===== src/rtl/bsp_pkg.sv =====
package bsp_pkg;
  typedef enum logic [3:0] {
    ST_IDLE,
    ST_SAVE_LO,
    ST_ONES_LO,
    ST_BACK_LO,
    ST_SAVE_HI,
    ST_ONES_HI,
    ST_BACK_HI,
    ST_REST_LO,
    ST_REST_HI
  } step_e;

  // memory BAR type field position and the 64-bit code
  localparam int unsigned TYPE_LSB = 1;
  localparam logic [1:0]  TYPE_64  = 2'b10;
endpackage


===== src/rtl/bsp_seq.sv =====
module bsp_seq
  import bsp_pkg::*;
#(
  parameter int NUM_BARS = 6,
  parameter int DW       = 32,
  parameter int AW       = 3
) (
  input  logic          clk_i,
  input  logic          rst_ni,
  input  logic          start_i,
  input  logic [AW-1:0] idx_i,
  input  logic          ack_i,
  input  logic [DW-1:0] rdata_i,
  output logic          req_o,
  output logic          we_o,
  output logic [AW-1:0] addr_o,
  output logic [DW-1:0] wdata_o,
  output logic [DW-1:0] lo_rb_o,
  output logic [DW-1:0] hi_rb_o,
  output logic          pair_o,
  output logic          finish_o
);
  localparam logic [AW-1:0] LAST = AW'(NUM_BARS - 1);
  localparam logic [DW-1:0] ONES = '1;

  step_e         step_q;
  logic [AW-1:0] idx_q;
  logic          pair_q;
  logic [DW-1:0] save_lo_q, save_hi_q, rb_lo_q, rb_hi_q;
  logic          hit, pair_det;

  assign hit      = req_o & ack_i;
  assign pair_det = (rdata_i[TYPE_LSB +: 2] == TYPE_64) && (idx_q != LAST);

  always_comb begin
    req_o   = (step_q != ST_IDLE);
    we_o    = 1'b0;
    addr_o  = idx_q;
    wdata_o = '0;
    unique case (step_q)
      ST_ONES_LO: begin we_o = 1'b1; wdata_o = ONES; end
      ST_SAVE_HI,
      ST_BACK_HI: addr_o = idx_q + AW'(1);
      ST_ONES_HI: begin we_o = 1'b1; addr_o = idx_q + AW'(1); wdata_o = ONES; end
      ST_REST_LO: begin we_o = 1'b1; wdata_o = save_lo_q; end
      ST_REST_HI: begin we_o = 1'b1; addr_o = idx_q + AW'(1); wdata_o = save_hi_q; end
      default: ;
    endcase
  end

  assign finish_o = hit && ((step_q == ST_REST_HI) || (step_q == ST_REST_LO && !pair_q));

  always_ff @(posedge clk_i or negedge rst_ni) begin
    if (!rst_ni) begin
      step_q    <= ST_IDLE;
      idx_q     <= '0;
      pair_q    <= 1'b0;
      save_lo_q <= '0;
      save_hi_q <= '0;
      rb_lo_q   <= '0;
      rb_hi_q   <= '0;
    end else begin
      unique case (step_q)
        ST_IDLE: if (start_i) begin
          idx_q  <= idx_i;
          step_q <= ST_SAVE_LO;
        end
        ST_SAVE_LO: if (hit) begin save_lo_q <= rdata_i; step_q <= ST_ONES_LO; end
        ST_ONES_LO: if (hit) step_q <= ST_BACK_LO;
        ST_BACK_LO: if (hit) begin
          rb_lo_q <= rdata_i;
          pair_q  <= pair_det;
          step_q  <= pair_det ? ST_SAVE_HI : ST_REST_LO;
        end
        ST_SAVE_HI: if (hit) begin save_hi_q <= rdata_i; step_q <= ST_ONES_HI; end
        ST_ONES_HI: if (hit) step_q <= ST_BACK_HI;
        ST_BACK_HI: if (hit) begin rb_hi_q <= rdata_i; step_q <= ST_REST_LO; end
        ST_REST_LO: if (hit) step_q <= pair_q ? ST_REST_HI : ST_IDLE;
        ST_REST_HI: if (hit) step_q <= ST_IDLE;
        default: step_q <= ST_IDLE;
      endcase
    end
  end

  assign lo_rb_o = rb_lo_q;
  assign hi_rb_o = rb_hi_q;
  assign pair_o  = pair_q;

  // request must not change until it is acknowledged
  p_req_hold_r9: assert property (@(posedge clk_i) disable iff (!rst_ni)
    req_o && !ack_i |=> req_o && $stable(addr_o) && $stable(we_o) && $stable(wdata_o));

  // a running discovery keeps its slot
  p_idx_kept_r11: assert property (@(posedge clk_i) disable iff (!rst_ni)
    req_o && $past(req_o) |-> $stable(idx_q));
endmodule


===== src/rtl/bsp_size_calc.sv =====
module bsp_size_calc #(
  parameter int DW     = 32,
  parameter int LOW_RO = 4
) (
  input  logic [DW-1:0]   lo_rb_i,
  input  logic [DW-1:0]   hi_rb_i,
  input  logic            pair_i,
  output logic [2*DW-1:0] size_o
);
  localparam logic [DW-1:0] LOW_MASK = DW'((1 << LOW_RO) - 1);

  logic [DW-1:0]   lo_m, hi_eff;
  logic [2*DW-1:0] mask;
  logic            impl;

  always_comb begin
    lo_m   = lo_rb_i & ~LOW_MASK;
    hi_eff = pair_i ? hi_rb_i : '1;
    mask   = {hi_eff, lo_m};
    impl   = pair_i ? (mask != '0) : (lo_m != '0);
    size_o = impl ? (~mask + (2*DW)'(1)) : '0;
  end
endmodule


===== src/rtl/bar_size_probe.sv =====
module bar_size_probe #(
  parameter  int NUM_BARS = 6,
  parameter  int DW       = 32,
  parameter  int LOW_RO   = 4,
  localparam int AW       = $clog2(NUM_BARS)
) (
  input  logic            clk_i,
  input  logic            rst_ni,
  input  logic            start_i,
  input  logic [AW-1:0]   bar_idx_i,
  output logic            cfg_req_o,
  output logic            cfg_we_o,
  output logic [AW-1:0]   cfg_addr_o,
  output logic [DW-1:0]   cfg_wdata_o,
  input  logic            cfg_ack_i,
  input  logic [DW-1:0]   cfg_rdata_i,
  output logic            done_o,
  output logic [2*DW-1:0] size_o,
  output logic            is64_o
);
  logic [DW-1:0]   lo_rb, hi_rb;
  logic            pair, finish;
  logic [2*DW-1:0] size_calc;

  bsp_seq #(.NUM_BARS(NUM_BARS), .DW(DW), .AW(AW)) u_seq (
    .clk_i    (clk_i),
    .rst_ni   (rst_ni),
    .start_i  (start_i),
    .idx_i    (bar_idx_i),
    .ack_i    (cfg_ack_i),
    .rdata_i  (cfg_rdata_i),
    .req_o    (cfg_req_o),
    .we_o     (cfg_we_o),
    .addr_o   (cfg_addr_o),
    .wdata_o  (cfg_wdata_o),
    .lo_rb_o  (lo_rb),
    .hi_rb_o  (hi_rb),
    .pair_o   (pair),
    .finish_o (finish)
  );

  bsp_size_calc #(.DW(DW), .LOW_RO(LOW_RO)) u_calc (
    .lo_rb_i (lo_rb),
    .hi_rb_i (hi_rb),
    .pair_i  (pair),
    .size_o  (size_calc)
  );

  always_ff @(posedge clk_i or negedge rst_ni) begin
    if (!rst_ni) begin
      done_o <= 1'b0;
      size_o <= '0;
      is64_o <= 1'b0;
    end else begin
      done_o <= finish;
      if (finish) begin
        size_o <= size_calc;
        is64_o <= pair;
      end
    end
  end

  p_done_after_ack_r10: assert property (@(posedge clk_i) disable iff (!rst_ni)
    done_o |-> $past(cfg_req_o && cfg_ack_i));

  p_done_idle_r10: assert property (@(posedge clk_i) disable iff (!rst_ni)
    done_o |-> !cfg_req_o);

  p_size_pow2_r4: assert property (@(posedge clk_i) disable iff (!rst_ni)
    done_o |-> $countones(size_o) <= 1);

  p_pair_slot_r6: assert property (@(posedge clk_i) disable iff (!rst_ni)
    done_o && is64_o |-> $past(cfg_addr_o) != '0);
endmodule


===== config.mk =====
export PLATFORM = sky130hd
export DESIGN_NAME = bar_size_probe
export DESIGN_NICKNAME = d
export VERILOG_FILES = /design/src/rtl/bsp_pkg.sv /design/src/rtl/bsp_seq.sv /design/src/rtl/bsp_size_calc.sv /design/src/rtl/bar_size_probe.sv
export SDC_FILE = /design/constraint.sdc
export NUM_CORES = 1
export LEC_CHECK = 0
export BUFFER_PORTS_ARGS = -buffer_cell sky130_fd_sc_hd__buf_2
export CELL_PAD_IN_SITES_DETAIL_PLACEMENT = 1
export CELL_PAD_IN_SITES_GLOBAL_PLACEMENT = 1
export CORE_MARGIN = 5
export CORE_UTILIZATION = 46
export DETAILED_ROUTE_END_ITERATION = 10
export PLACE_DENSITY = 0.88
export SYNTH_ARGS = -nofsm -noshare
export SYNTH_HDL_FRONTEND = slang
export SYNTH_SLANG_ARGS = --single-unit

===== constraint.sdc =====
create_clock -name clk_i -period 3.6 [get_ports clk_i]
set_input_delay 0.72 -clock clk_i [delete_from_list [all_inputs] [get_ports clk_i]]
set_output_delay 0.72 -clock clk_i [all_outputs]
set_load 0.02 [all_outputs]

==> summary.md <==
| Metric | Value |
|---|---|
| Number of routed nets with antenna violations | `0` |
| Layout fillers | `roughly 2100` |
| Endpoints failing hold | `0` |
| Crit path time final | `3.09 ns` |
| Die Area | `between 0.02 and 0.025 mm^2` |
| Tot GR Track Use | `between 20 and 30%` |
| Slew Viols, Final | `0` |
| DRC violations left | `0` |
| Worst Setup Path Type | `reg2out` |
| Syn Inst Count | `747` |
| Fin Setup TNS | `0 ns` |
| Yosys cell types | `53` |
| Wire length per cell | `24.6 um` |
| Antenna violations before repair | `2` |
| Initial Util | `between 40% and 50%` |
| GP Congestion | `slightly below 1` |
| Final cycle utilization of the critical path | `85.8%` |
| Crit-path cells | `nor2b_1 > and3_1 > buf_4 > a221o_1 > buf_2` |
| Reg-to-Reg Start | `u_seq.hi_rb_o[8]$_DFFE_PN0P_` |
| FF+latch count, synth | `194` |
| Vias in the first global route | `7622` |
| Worst vdd ir | `0.577 mV` |
| Worst slew pin tran | `roughly 1.1 ns` |
| RSZ-0062 raised after global routing | `false` |
| Crit path from | `u_seq.step_q[2]$_DFFE_PN0P_` |
| PostCTS Resize Cnt | `0` |
| Setup crit end | `cfg_wdata_o[16]` |
| Synth async-reset ratio | `100%` |
| Slowest stage delay, CP | `around 0.56 ns` |
| Inst Count DP | `between 1000 and 1500` |
| Slowest cell on crit path | `dfrtp_1` |
| CTS clk-pin slew, worst paths | `0.08 ns` |
| R2r worst-path depth | `6` |
| Hold crit path type | `in2async` |
| Htree depth | `4` |
| Setup crit end kind | `output port` |
| Post-synth EDFFs | `0` |
| # rows | `51` |
| Crit Reg-Reg Endpoint | `size_o[6]$_DFFE_PN0P_` |
| Cell Count, Final, Fillers Out | `approximately 1200` |
| Synth Cell Area | `0.00917 mm^2` |
| IO Count | `around 140` |
| Total number of vias | `7012` |
| Nets | `roughly 910` |
| Die Wd | `151 um` |
| CTS Root Cell | `clkbuf_16` |
| Leakage | `4.77 nW` |
| Prevailing post-synth register cell | `dfrtp_1` |
| Critical Path AT | `2.37 ns` |
| GRT overflow | `0` |
| HPWL after DPL | `19900 um` |
| Total of max-cap violations | `0` |
| CP required | `about 2.9 ns` |
| Starting DRT DRC Count | `603` |
| Maximum root-to-sink buffer count | `2` |
| IO Port Bufs | `137` |
| Detailed Route WL | `28300 um` |
| Area grow syn2layout | `17.4%` |
| Cts hold-fix bufs | `0` |
| R2R Setup Slk | `0.61 ns` |
| Register area share after synthesis | `52.9%` |
| First-pass GRT wire length | `44500 um` |
| Cts bufs inserted | `17` |
| Chip Height | `~150 um` |
| Worst setup SP type | `flop` |
| Status | `complete, no violations` |
| DR vias/cell | `6.09` |
| Max Fanout on Critical Path | `34` |
| Syn avg cell area | `12.3 um^2` |
| Layout Skew | `roughly 0.013 ns` |
| Slew HR | `25.9%` |
| Syn. warnings | `0` |
| Pin count of the biggest net entering global routing | `between 90 and 100` |
| Fmax | `0.324 GHz` |
| CTS tree | `built` |
| Core area | `0.0195 mm^2` |
| Post-CTS Setup Bufs | `0` |
| Share of cells above drive strength 1 | `37.4%` |
| Clock latency of the later-clocked register in the worst-skew pair | `around 0.45 ns` |
| Final Setup Violations | `0` |
| Pwr Density | `just over 1000 mW/mm^2` |
| Clock Sinks | `194` |
| Initial DRT Pass Iterations | `7` |
final cells by class:
type	count	area [um^2]	area share (%)
repair buffers	154	847	7.87
clock buffers	17	425	3.95
flip-flops and latches	194	4850	45.1
diodes	1	2.50	0.0232
clock inverters	15	170	1.58
inverters	6	22.5	0.209
well taps	265	332	3.08
multi-input cells	499	4110	38.2
metal layers:
layer / track usage, % / up-vias / share of wire (%)
li1: - / 3004 / -
met1: 32.8 / 3606 / 40
met2: 42.3 / 331 / 49
met3: 5.48 / 71 / 7.1
met4: 10.4 / 0 / 3.1
met5: 0 / - / 0
worst min-delay path by stage:
stage / start / endpoint / slack [ns]
6_report: rst_ni / u_seq.save_hi_q[22]$_DFFE_PN0P_ / 0.30
5_1_grt: rst_ni / u_seq.save_hi_q[29]$_DFFE_PN0P_ / 0.35
4_1_cts: rst_ni / u_seq.save_hi_q[22]$_DFFE_PN0P_ / 0.35
3_5_place_dp: is64_o$_DFFE_PN0P_ / is64_o$_DFFE_PN0P_ / 0.47
3_3_place_gp: is64_o$_DFFE_PN0P_ / is64_o$_DFFE_PN0P_ / 0.46
2_1_floorplan: rst_ni / done_o$_DFF_PN0_ / 0.42
cell families after synthesis:
group                      Yosys count  share of synthesized area (%)
AOI/OAI and AO/OA                  102                           9.88
DFF                                194                           52.9
muxes                              129                           15.8
adders and majority gates            3                          0.409
other                                1                         0.0409
xor gates and xnor gates            58                           5.54
and+or+nand+nor                    203                           12.7
buffers and inverters               57                           2.63
cells in the final DEF (no fill, tap or decap), types with 3 or more instances in the layout:
cell       instances
nand3_1           21
a221o_1           32
or4_1              4
or2_2              3
nor4_1            17
ha_1               3
nor3_1            11
conb_1             4
nand2b_1          16
dfrtp_1          194
buf_2            136
nor3b_1            4
clkbuf_16         17
and2_1             3
inv_8              3
xor2_1            18
buf_4             15
nor4b_1            3
nand3b_1           3
xnor2_1           40
inv_1              6
and3_1             4
nor2_1            43
nor2b_1            4
inv_6              5
nand4_1            9
a22o_1            50
o21ai_0            6
a32o_1             8
or3_1             10
mux2_2           127
nand2_1           28
state kept, by name, indices dropped and copies added, names as in the netlist:
register	flops
size_o	60
u_seq.hi_rb_o	32
u_seq.save_hi_q	32
u_seq.save_lo_q	32
u_seq.lo_rb_o	28
u_seq.step_q	4
u_seq.idx_q	3
done_o	1
is64_o	1
u_seq.pair_o	1
worst max-delay path: cells and delay by family, from the launching register on:
family                 cells  cell delay [ns]
buffers and inverters      2             0.57
DFF                        1             0.56
and+or+nand+nor            2             0.51
AOI/OAI and AO/OA          1             0.28
synth_stat cells, types with 2 or more instances:
cell type	number	area, um^2
a21oi_1	2	10.0
buf_4	4	30.0
or3_1	10	62.6
nand4_1	9	56.3
nand3b_1	3	22.5
nor3_2	2	20.0
a221o_1	32	320
nor4_1	17	106
nor4b_1	3	26.3
a22o_1	50	438
nand2b_1	16	100
xnor2_1	40	350
nor2_1	44	165
nand3_1	21	105
buf_2	4	20.0
and3_1	4	25.0
a32o_1	8	80.1
o21ai_0	6	30.0
nor2b_1	4	25.0
or4_4	2	22.5
nor4_4	2	42.5
clkbuf_1	37	139
nor3_1	11	55.1
ha_1	3	37.5
or4_1	4	30.0
and4b_1	2	20.0
nand2_1	28	105
inv_1	6	22.5
mux2_2	127	1430
buf_1	5	18.8
and2_1	3	18.8
nor4_2	2	25.0
dfrtp_1	194	4850
xor2_1	18	158
nor3b_1	4	30.0
or2_2	3	18.8
report_power, final:
group	leakage [nW]	internal (mW)	switching [mW]
Combinational	2.07	2.05	2.64
Clock	0.291	0.992	0.947
Sequential	2.40	3.25	1.12
Total	4.77	6.30	4.71
per-stage QoR:
step           hold WS (ns)  utilization, %  cell area [um^2]  total power, mW  setup WS [ns]
3_5_place_dp          0.471            52.1             10200             9.00          0.641
3_3_place_gp          0.458            52.1             10200             8.70          0.796
4_1_cts               0.348            55.1             10800             11.0          0.545
5_1_grt               0.354            55.1             10800             11.6          0.401
2_1_floorplan         0.424               -              9180             7.23           1.06
6_report              0.296            55.1             10800             11.0          0.510
Power figures use the tool's default switching activity.
